`src/rtl/fxmul_pkg.sv`:
```
package fxmul_pkg;

    localparam int MUL_W  = 8;
    localparam int PROD_W = 2 * MUL_W;
    localparam int EXT_W  = MUL_W + 1;
    localparam int FULL_W = 2 * EXT_W;

    typedef enum logic [1:0] {
        SM_UU  = 2'b00,
        SM_SS  = 2'b01,
        SM_SU  = 2'b10,
        SM_RSV = 2'b11
    } sign_mode_e;

    typedef struct packed {
        logic [MUL_W-1:0] a;
        logic [MUL_W-1:0] b;
        sign_mode_e       mode;
        logic             frac;
    } mul_req_t;

    typedef struct packed {
        logic [PROD_W-1:0] value;
        logic              zero;
        logic              carry;
    } mul_res_t;

    function automatic logic a_is_signed(sign_mode_e m);
        return (m == SM_SS) || (m == SM_SU);
    endfunction

    function automatic logic b_is_signed(sign_mode_e m);
        return (m == SM_SS);
    endfunction

    function automatic logic [EXT_W-1:0] widen(logic [MUL_W-1:0] v, logic sgn);
        return {sgn & v[MUL_W-1], v};
    endfunction

endpackage

```
`src/rtl/fxmul_capture.sv`:
```
module fxmul_capture
    import fxmul_pkg::*;
(
    input  logic     clk,
    input  logic     rst,
    input  logic     start,
    input  mul_req_t req_in,
    output mul_req_t req_q,
    output logic     valid_q
);

    always_ff @(posedge clk) begin
        if (rst) begin
            valid_q <= 1'b0;
            req_q   <= '0;
        end else begin
            valid_q <= start;
            if (start) begin
                req_q <= req_in;
            end
        end
    end

endmodule

```
`src/rtl/fxmul_core.sv`:
```
module fxmul_core
    import fxmul_pkg::*;
(
    input  mul_req_t req,
    output mul_res_t res
);

    logic signed [EXT_W-1:0]  ext_a;
    logic signed [EXT_W-1:0]  ext_b;
    logic signed [FULL_W-1:0] full;
    logic        [PROD_W-1:0] raw;
    logic        [PROD_W-1:0] shaped;

    always_comb begin
        ext_a  = widen(req.a, a_is_signed(req.mode));
        ext_b  = widen(req.b, b_is_signed(req.mode));
        full   = ext_a * ext_b;
        raw    = full[PROD_W-1:0];
        shaped = req.frac ? {raw[PROD_W-2:0], 1'b0} : raw;
        res.value = shaped;
        res.zero  = (shaped == '0);
        res.carry = raw[PROD_W-1];
    end

endmodule

```
`src/rtl/fxmul_result.sv`:
```
module fxmul_result
    import fxmul_pkg::*;
(
    input  logic     clk,
    input  logic     rst,
    input  logic     load,
    input  mul_res_t res_in,
    output mul_res_t res_q,
    output logic     done_q
);

    always_ff @(posedge clk) begin
        if (rst) begin
            done_q <= 1'b0;
            res_q  <= '0;
        end else begin
            done_q <= load;
            if (load) begin
                res_q <= res_in;
            end
        end
    end

endmodule

```
`src/rtl/fxmul_unit.sv`:
```
module fxmul_unit
    import fxmul_pkg::*;
(
    input  logic              clk,
    input  logic              rst,
    input  logic              start,
    input  logic [1:0]        sign_mode,
    input  logic              frac,
    input  logic [MUL_W-1:0]  opa,
    input  logic [MUL_W-1:0]  opb,
    output logic              done,
    output logic [MUL_W-1:0]  prod_hi,
    output logic [MUL_W-1:0]  prod_lo,
    output logic              flag_z,
    output logic              flag_c
);

    mul_req_t req_in;
    mul_req_t req_q;
    logic     req_valid;
    mul_res_t core_res;
    mul_res_t held_res;

    always_comb begin
        req_in.a    = opa;
        req_in.b    = opb;
        req_in.mode = sign_mode_e'(sign_mode);
        req_in.frac = frac;
    end

    fxmul_capture u_capture (
        .clk     (clk),
        .rst     (rst),
        .start   (start),
        .req_in  (req_in),
        .req_q   (req_q),
        .valid_q (req_valid)
    );

    fxmul_core u_core (
        .req (req_q),
        .res (core_res)
    );

    fxmul_result u_result (
        .clk    (clk),
        .rst    (rst),
        .load   (req_valid),
        .res_in (core_res),
        .res_q  (held_res),
        .done_q (done)
    );

    assign prod_hi = held_res.value[PROD_W-1:MUL_W];
    assign prod_lo = held_res.value[MUL_W-1:0];
    assign flag_z  = held_res.zero;
    assign flag_c  = held_res.carry;

endmodule

```
`config.mk`:
```
export PLATFORM = sky130hd
export DESIGN_NAME = fxmul_unit
export DESIGN_NICKNAME = d
export VERILOG_FILES = /design/src/rtl/fxmul_pkg.sv /design/src/rtl/fxmul_capture.sv /design/src/rtl/fxmul_core.sv /design/src/rtl/fxmul_result.sv /design/src/rtl/fxmul_unit.sv
export SDC_FILE = /design/constraint.sdc
export NUM_CORES = 1
export LEC_CHECK = 0
export CELL_PAD_IN_SITES_DETAIL_PLACEMENT = 1
export CELL_PAD_IN_SITES_GLOBAL_PLACEMENT = 2
export CORE_AREA = 3 3 111 113
export DETAILED_ROUTE_END_ITERATION = 8
export DIE_AREA = 0 0 114 116
export PLACE_DENSITY = 0.95
export SETUP_SLACK_MARGIN = 0.1
export SYNTH_ARGS = -nofsm -noshare
export SYNTH_HDL_FRONTEND = slang
export SYNTH_SLANG_ARGS = --single-unit
```
`constraint.sdc`:
```
create_clock -name clk -period 14.5 [get_ports clk]
set_input_delay 2.175 -clock clk [delete_from_list [all_inputs] [get_ports clk]]
set_output_delay 2.175 -clock clk [all_outputs]
set_load 0.02 [all_outputs]
```
==> results.txt, run 1 <==
* Number of antenna violations at the first check in global routing: 0
- Worst flop-to-flop path endpoint: u_result.res_q[1]$_SDFFE_PP0P_
- For this design, the slowest cell found on the critical path is fa_1.
- Final Hold Vio Count: 0
- The number of buffers and inverters on the critical path is 4.
- At the pin with the least slew margin, the transition time is 1174 ps.
- Compound-gate portion of the synthesized area: 0.09109
- Of the total synthesized cell area, the portion taken by AND, OR, NAND and NOR gates is 0.1738.
- Clock-pin slew was measured on the worst setup and hold paths at 60 ps.
- The path class of the tightest hold or removal check is reg -> reg.
* Max-capacitance violation count: 0
- Power Dens Cells: 62.12 mW/mm^2
- TritonCTS created 5 clock buffers.
- Among cell families on the critical path, the largest total delay comes from adder cells.
- Data arrives at the worst endpoint at 5790 ps.
* Netlist cell types: 52
- Achievable frequency: 0.1798 GHz
- Synthesis handed over a netlist of 505 instances.
* Port bufs: 40
- Across every metal layer, demand over resource in global routing totals 0.1594.
- Crit path launch: u_capture.req_q[2]$_SDFFE_PP0P_
* Cts hold-fix bufs: 0
- Non-filler instance count after layout: 668
- The most numerous cell type found on the critical path is fa_1.
* Insertion delay to the later sink of the worst-skew pair: 280 ps
* Number of max-slew violations in the final report: 0
- Dividing the final minimum period by the clock period gives 0.3835.
- Detailed Routing Iterations Pass 1: 6
- Along the worst hold path, the cell count comes to 2.
- Most used cells in the layout excluding fill and tap cells: inv_1, fa_1, nand2_1
- Leaving out fill and tap cells, the most frequent cell in the layout is inv_1.
- The longest clock path from root to sink contains 2 buffers.
- Synthesis produced a netlist with a net count of 624.
* Area taken by flip-flops and latches: 780.7 sq um
* Placed instance count: 660
- Of all flip-flops after synthesis, the portion carrying an async set or reset was 0.
- Number of placed I/O pins: 41
- The number of global-route vias before repair came to 3517.
- Setup repair after global routing left no endpoint under its margin.
* Setup violation total in the final timing report: 0
- On the final layout, the worst clock skew is 4.482 ps.
- In the routed design, unresolved DRC markers number 0.
- The final route contains 3372 vias.
- Sequential area share after synthesis: 0.1733
- Initial core utilization: 0.3946
- In this run, the number of DRC markers left after iteration 0 of detailed routing was 118.
- CP Cell Sequence: inv_1, ha_1, and2b_1, nand2_1, fa_1, inv_1, fa_1, fa_1, fa_1, inv_1, fa_1, inv_1, ha_1, nand2_1, o211a_1, or3b_4, a311oi_1, and4_1, a2bb2oi_2
- Endpoint type of the worst setup path: register
* Crit Path Class: reg -> reg
- For this run the aggregate overflow at the end of global routing stands at 0.
- The floorplan has 39 rows.
* Number of cells on the critical path: 19
* Fraction of layout instances using a drive strength above 1: 0.03238
* Syn-to-layout area delta: 13.27%
- Summing every instance area after synthesis gives 0.004506 sq mm.
* Placeable core region: 0.01142 sq mm
* Number of synthesized flops with an enable pin: 0
- The first global-routing pass estimated 16840 um of wire.
- Multi-input combinational cell area: 0.003264 sq mm
- After detailed routing, the met3 layer carries 325 um of wire.
* H-tree depth: 2
- Die Span X: 114 um
* Die area: 0.01322 sq mm
- At the worst endpoint, the required time is 14730 ps.
* Max stage delay on crit path: 540 ps
* Number of sinks handled by clock tree synthesis: 39
* Fin crit period: 5560 ps
* Worst-case vdd ir drop: 53.12 uV
- CTS tree: built
- The repair_antennas step left the layout with diodes totalling 0.
* Path depth of the worst reg2reg path: 19
- Flip-flop and latch count after synthesis: 39
- Total Routed Length: 9951 um
* Total Nets Final: 643
- In this run the vertical extent of the chip is 116 um.
* Number of gates resized after CTS: 0
- In this run the remaining antenna-violating nets after routing total 0.
- Setup crit start kind: register
- After synthesis, the largest family of logic cells by area is adder cells.
- Largest net degree at the start of global routing: 39
- Routability cong.: 0.8359
- The worst register-to-register path has a setup slack of 8940 ps.
- For this block, wires on met1 add up to 4304 um.
- Relative slew margins: 0.2152
- Wire segments on met2 add up to 5210 um in the final route.
* Clock root buffer: clkbuf_16
- Using the TritonRoute via totals, the vias-per-cell ratio works out to 5.048.
- Detailed placement ended at an HPWL of 8129 um.
- Post-synthesis area per instance: 8.922 sq um
- After detailed routing, no signal wire sits above met4.
* Post-CTS setup buffers: 0
- Measured against the total synthesized area, the mux share comes to 0.05998.
- Counting the fill cells in the layout gives 1368.
- Along the worst path, the maximum fanout reaches 7.
- Average wire per standard cell: 14.90 um
- In the final timing run, aggregate negative setup slack is 0 ps.
- The run finished with clean final reports.
- Of the total synthesized cell area, the portion taken by XOR and XNOR cells is 0.02527.
- Yosys printed 0 warnings.
- The worst register-to-register path begins at u_capture.req_q[2]$_SDFFE_PP0P_.
- In this run the static leakage power is 2.459 nW.
* Most used flip-flop cell after synthesis: dfxtp_1
- Of the total synthesized cell area, the portion taken by full adders, half adders and majority gates is 0.3743.
- The most critical setup path has its endpoint at u_result.res_q[1]$_SDFFE_PP0P_.
-- kinds of logic after synthesis --
logic type      after synthesis
simple gates                158
buf+inv                     117
fa+ha+maj                    97
compound gates               54
flops                        39
mux                          27
xor+xnor                     13
-- layout make-up --
class / instances / share of cell area
clock buffers: 6 / 0.02525
clock inverters: 2 / 0.002452
inverters: 88 / 0.06472
multi-input cells: 349 / 0.6396
flip-flops and latches: 39 / 0.1530
well taps: 143 / 0.03506
repair buffers: 41 / 0.07992
-- worst min path at each step --
| stage | endpoint | slack [ps] | from |
|---|---|---|---|
| 6_report | u_result.res_q[2]$_SDFFE_PP0P_ | 470 | u_result.res_q[2]$_SDFFE_PP0P_ |
| 5_1_grt | u_result.res_q[10]$_SDFFE_PP0P_ | 500 | u_result.res_q[10]$_SDFFE_PP0P_ |
| 4_1_cts | u_result.res_q[15]$_SDFFE_PP0P_ | 470 | u_result.res_q[15]$_SDFFE_PP0P_ |
| 3_3_place_gp | u_result.res_q[2]$_SDFFE_PP0P_ | 440 | u_result.res_q[2]$_SDFFE_PP0P_ |
| 2_1_floorplan | u_capture.req_q[2]$_SDFFE_PP0P_ | 460 | u_capture.req_q[2]$_SDFFE_PP0P_ |
| 3_5_place_dp | u_result.res_q[15]$_SDFFE_PP0P_ | 460 | u_result.res_q[15]$_SDFFE_PP0P_ |
-- per-stage QoR --
step           total power, mW  worst slack (ps)  cell area [sq um]  hold slack (ps)  utilization
2_1_floorplan           0.1862              9227               4506            460.4            -
3_3_place_gp            0.2095              9045               4962            443.9       0.4346
3_5_place_dp            0.2140              8929               4962            462.3       0.4346
4_1_cts                 0.3225              8909               5104            472.2       0.4470
5_1_grt                 0.3387              8585               5104            502.0       0.4470
6_report                0.3170              8940               5104            472.8       0.4470
-- synthesized netlist by cell type, types with 2 or more instances --
cell	number	area, sq um
and4_1	2	17.52
a311oi_1	3	26.28
buf_6	2	22.52
and2_1	37	231.5
a211oi_1	12	90.09
xor2_1	4	35.03
a21oi_1	10	50.05
clkbuf_1	21	78.83
o21bai_1	2	15.01
o221ai_1	3	26.28
nor3_1	7	35.03
nor3b_1	3	22.52
nor2b_1	4	25.02
o21ai_0	4	20.02
nand3_1	2	10.01
o211a_1	2	20.02
or2_2	3	18.77
o211ai_1	4	30.03
o21a_1	2	15.01
inv_1	87	326.6
mux2i_1	27	270.3
a211o_1	2	17.52
buf_1	3	11.26
nor2_1	39	146.4
dfxtp_1	39	780.8
or3_1	2	12.51
ha_1	34	425.4
fa_1	63	1261
nand2_1	49	183.9
xnor2_1	9	78.83
a21o_1	3	22.52
-- per-layer routing --
metal | up-vias | global-route usage
met3 | 10 | 0.03029
met2 | 50 | 0.2935
met1 | 1678 | 0.1957
met5 | - | 0
li1 | 1634 | -
met4 | 0 | 0.02930
-- state kept, by name, indices dropped and copies added, names as in the netlist --
signal and flops:
u_capture.req_q 19, u_capture.valid_q 1, u_result.done_q 1, u_result.res_q 18
-- power breakdown --
part	switching (mW)	internal [mW]
logic	0.0459	0.0396
clock network	0.0427	0.0634
registers	0.0118	0.114
-- worst reg2reg max path, delay by kind of cell, from the launching register on --
kind | cells | cell delay (ps)
buffers and inverters | 4 | 190
adders and majority gates | 7 | 3230
AOI/OAI and AO/OA | 3 | 620
DFF | 1 | 320
and+or+nand+nor | 5 | 1140
(Power assumes the default switching activity.)
==> run 2, diff against run 1 <==
CORE_AREA = 3 3 121 123   (was 3 3 111 113)
DIE_AREA = 0 0 124 126   (was 0 0 114 116)
PLACE_DENSITY = 0.87   (was 0.95)
clock period = 4.7 ns   (was 14.5 ns; I/O delays follow)
==> results.txt, run 2 (same netlist as run 1, synthesis figures left out) <==
- The CTS tree is built (unchanged).
- Insertion delay to the later sink of the worst-skew pair: 290 ps (was 280 ps)
* Path depth of the worst reg2reg path: 20 (was 19)
* Number of sinks handled by clock tree synthesis: 39 (unchanged)
* Worst-case vdd ir drop: 113.2 uV (was 53.12 uV)
- Number of cells on the critical path: 20 (was 19)
- The maximum number of pins on one net before global-route repair was 28 (was 39).
- The highest attainable clock frequency is 0.1878 GHz (was 0.1798 GHz).
* Largest registers: u_capture.req_q x19, u_result.res_q x18 (unchanged)
- The maximum cell stage delay along the critical path came to 550 ps (was 540 ps).
- Fraction of layout instances using a drive strength above 1: 0.2559 (was 0.03238)
- Filler Cells Inserted: 1594 (was 1368)
* GR Util All Layers: 0.1604 (was 0.1594)
- Power Dens Cells: 192.0 mW/mm^2 (was 62.12 mW/mm^2)
- The highest-delay cell along the critical path is fa_1 (unchanged).
* Number of flip-flops under the largest register name: 19 (unchanged)
- The clock skew came to 3.325 ps (was 4.482 ps).
- Violated checks: negative setup slack
- The most heavily used metal layer in global routing is met2 (unchanged).
* Kind of cell adding the most delay to the critical path: adder cells (unchanged)
* Hold Crit Depth: 2 (unchanged)
* Largest fanout of any net on the critical path: 5 (was 7)
* Vias after detailed routing: 3723 (was 3372)
* Fin Hold WS: 463.4 ps (was 472.8 ps)
* H-tree depth: 2 (unchanged)
- Register-to-Register Setup Slack: -620 ps (was 8940 ps)
- The starting DRC count in detailed routing came to 125 (was 118).
* Antenna diodes: 0 (unchanged)
- Most used cells in the layout excluding fill and tap cells: inv_1, buf_4, fa_1 (was inv_1, fa_1, nand2_1)
* Y dimension of the die: 126 um (was 116 um)
- The met3 capacity usage during global routing came to 0.02470 (was 0.03029).
* RSZ-0062 raised after global routing: true (was false)
* Setup violation total in the final timing report: 10 (was 0)
* Worst Path Required: 4900 ps (was 14730 ps)
- The buffer and inverter count on the worst path is 5 (was 4).
- The clock-pin slew on the worst setup and hold paths came to 60 ps (about the same).
- Final Hold Vio Count: 0 (unchanged)
- The arrival time reported for the critical path endpoint was 5520 ps (was 5790 ps).
* Syn-to-layout area delta: 36.38% (was 13.27%)
* Number of max-slew violations in the final report: 0 (unchanged)
- Crit Path Class: reg -> reg (unchanged)
- Die Span X: 124 um (was 114 um)
- Number of antenna violations at the first check in global routing: 0 (unchanged)
* Leak pwr: 2.911 nW (was 2.459 nW)
- The placed wire-length estimate was 9757 um (was 8129 um).
- Worst Max-Slew Pin Slew: 1113 ps (was 1174 ps)
- The length of the first detailed-routing pass in iterations is 4 (was 6).
* Total Routed Length: 12300 um (was 9951 um)
* Final std cell area, no fill: 0.006145 sq mm (was 0.005104 sq mm)
* Placeable core region: 0.01377 sq mm (was 0.01142 sq mm)
* Inserted Clock Buffers: 5 (unchanged)
* Post-layout worst setup margin: -624.9 ps (was 8940 ps)
- The most frequent standard cell in the layout excluding fill and tap cells was inv_1 (unchanged).
- The total number of nets in the final design was 716 (was 643).
- Standard cell area after detailed placement: 0.005530 sq mm (was 0.004962 sq mm)
- Reg with most FFs: u_capture.req_q (unchanged)
- The quantity of hold-fixing buffers added after cts is 0 (unchanged).
* Period utilization: 1.133 (was 0.3835)
- GRT met1 Usage: 0.1934 (was 0.1957)
* Average wire per standard cell: 15.81 um (was 14.90 um)
- The routability congestion estimate came to 0.8288 (was 0.8359).
- The I/O pin count is 41 (unchanged).
- The number of global-route vias before repair is 4298 (was 3517).
* Buffer depth of the longest clock path: 2 (unchanged)
* Fin crit period: 5325 ps (was 5560 ps)
- The kind of start point of the critical path is a register (unchanged).
* Number of cell rows: 43 (was 39)
* Antenna Nets Post-Route: 0 (unchanged)
* Die area: 0.01562 sq mm (was 0.01322 sq mm)
- The number of remaining DRC errors was 0 (unchanged).
- The effective utilization at floorplan is 0.3271 (was 0.3946).
- The global-route wire length before repair came to 20230 um (was 16840 um).
* CP Cell Sequence: inv_2, ha_4, and2b_2, nand2_4, fa_1, inv_2, fa_1, fa_1, fa_1, inv_2, fa_1, inv_2, ha_4, o211ai_1, o211ai_1, buf_4, and4_4, nor3_4, or4_1, o221ai_1 (was inv_1, ha_1, and2b_1, nand2_1, fa_1, inv_1, fa_1, fa_1, fa_1, inv_1, fa_1, inv_1, ha_1, nand2_1, o211a_1, or3b_4, a311oi_1, and4_1, a2bb2oi_2)
- The total of max-cap violations is 0 (unchanged).
* Relative slew margins: 0.2560 (was 0.2152)
- Via density per instance: 4.785 (was 5.048)
* Status: finished with violations (was finished clean)
- The total overflow reported by the global router came to 0 (unchanged).
* Fraction of met2 tracks used by global routing: 0.2988 (was 0.2935)
- The cell at the root of the clock tree is clkbuf_16 (unchanged).
* Endpoint type of the worst setup path: register (unchanged)
* Hold Path Class: reg -> reg (unchanged)
- Cell mode on critical path: fa_1 (unchanged)
- Port bufs: 40 (unchanged)
-- run 2: cell type report --
type / instances / area, sq um / area share
inverter: 88 / 332.8 / 0.05416
multi-input combinational: 349 / 3655 / 0.5948
timing repair buffer: 114 / 970.9 / 0.1580
tap: 180 / 225.2 / 0.03665
clock inverter: 2 / 35.03 / 0.005701
sequential: 39 / 787.0 / 0.1281
clock buffer: 6 / 138.9 / 0.02260
-- run 2: what timing repair did --
action / 4_1_cts / 5_1_grt
setup buffers: 5 / 5
cloned: 0 / 0
resized for setup: 26 / 53
pin swaps: 22 / 29
endpoints found under the setup margin: 10 / 11
-- run 2: per-stage QoR --
stage	TNS (ps)	total power [mW]	std cells	setup slack, ps	util
2_1_floorplan	-1378	0.5816	505	-362.0	-
3_3_place_gp	-3601	0.7075	761	-503.0	0.4015
3_5_place_dp	-5381	0.7217	761	-680.6	0.4015
4_1_cts	-3865	1.151	774	-541.0	0.4268
5_1_grt	-5618	1.247	778	-780.6	0.4461
6_report	-3890	1.180	778	-624.9	0.4461
-- run 2: worst min-delay path, stage by stage, from the launching register on --
cell and delay [ps]:
dfxtp_1 310, nand2_1 60, a21oi_1 50
-- run 2: final timing paths --
kind                                     end                       startpoint
max reg2reg  u_result.res_q[17]$_SDFFE_PP0P_  u_capture.req_q[2]$_SDFFE_PP0P_
min          u_result.res_q[15]$_SDFFE_PP0P_  u_result.res_q[15]$_SDFFE_PP0P_
min reg2reg  u_result.res_q[15]$_SDFFE_PP0P_  u_result.res_q[15]$_SDFFE_PP0P_
max          u_result.res_q[17]$_SDFFE_PP0P_  u_capture.req_q[2]$_SDFFE_PP0P_
-- run 2: layer usage --
metal	wire, um	share of wire
met1	5058	0.41
met2	6677	0.54
met3	324	0.026
met4	240	0.020
met5	0	0
-- run 2: report_power, final --
| part | switching [mW] | internal (mW) | leakage (nW) |
|---|---|---|---|
| registers | 0.0223 | 0.351 | 0.322 |
| clock network | 0.138 | 0.264 | 0.0868 |
| logic | 0.203 | 0.202 | 2.50 |
| total | 0.363 | 0.817 | 2.91 |
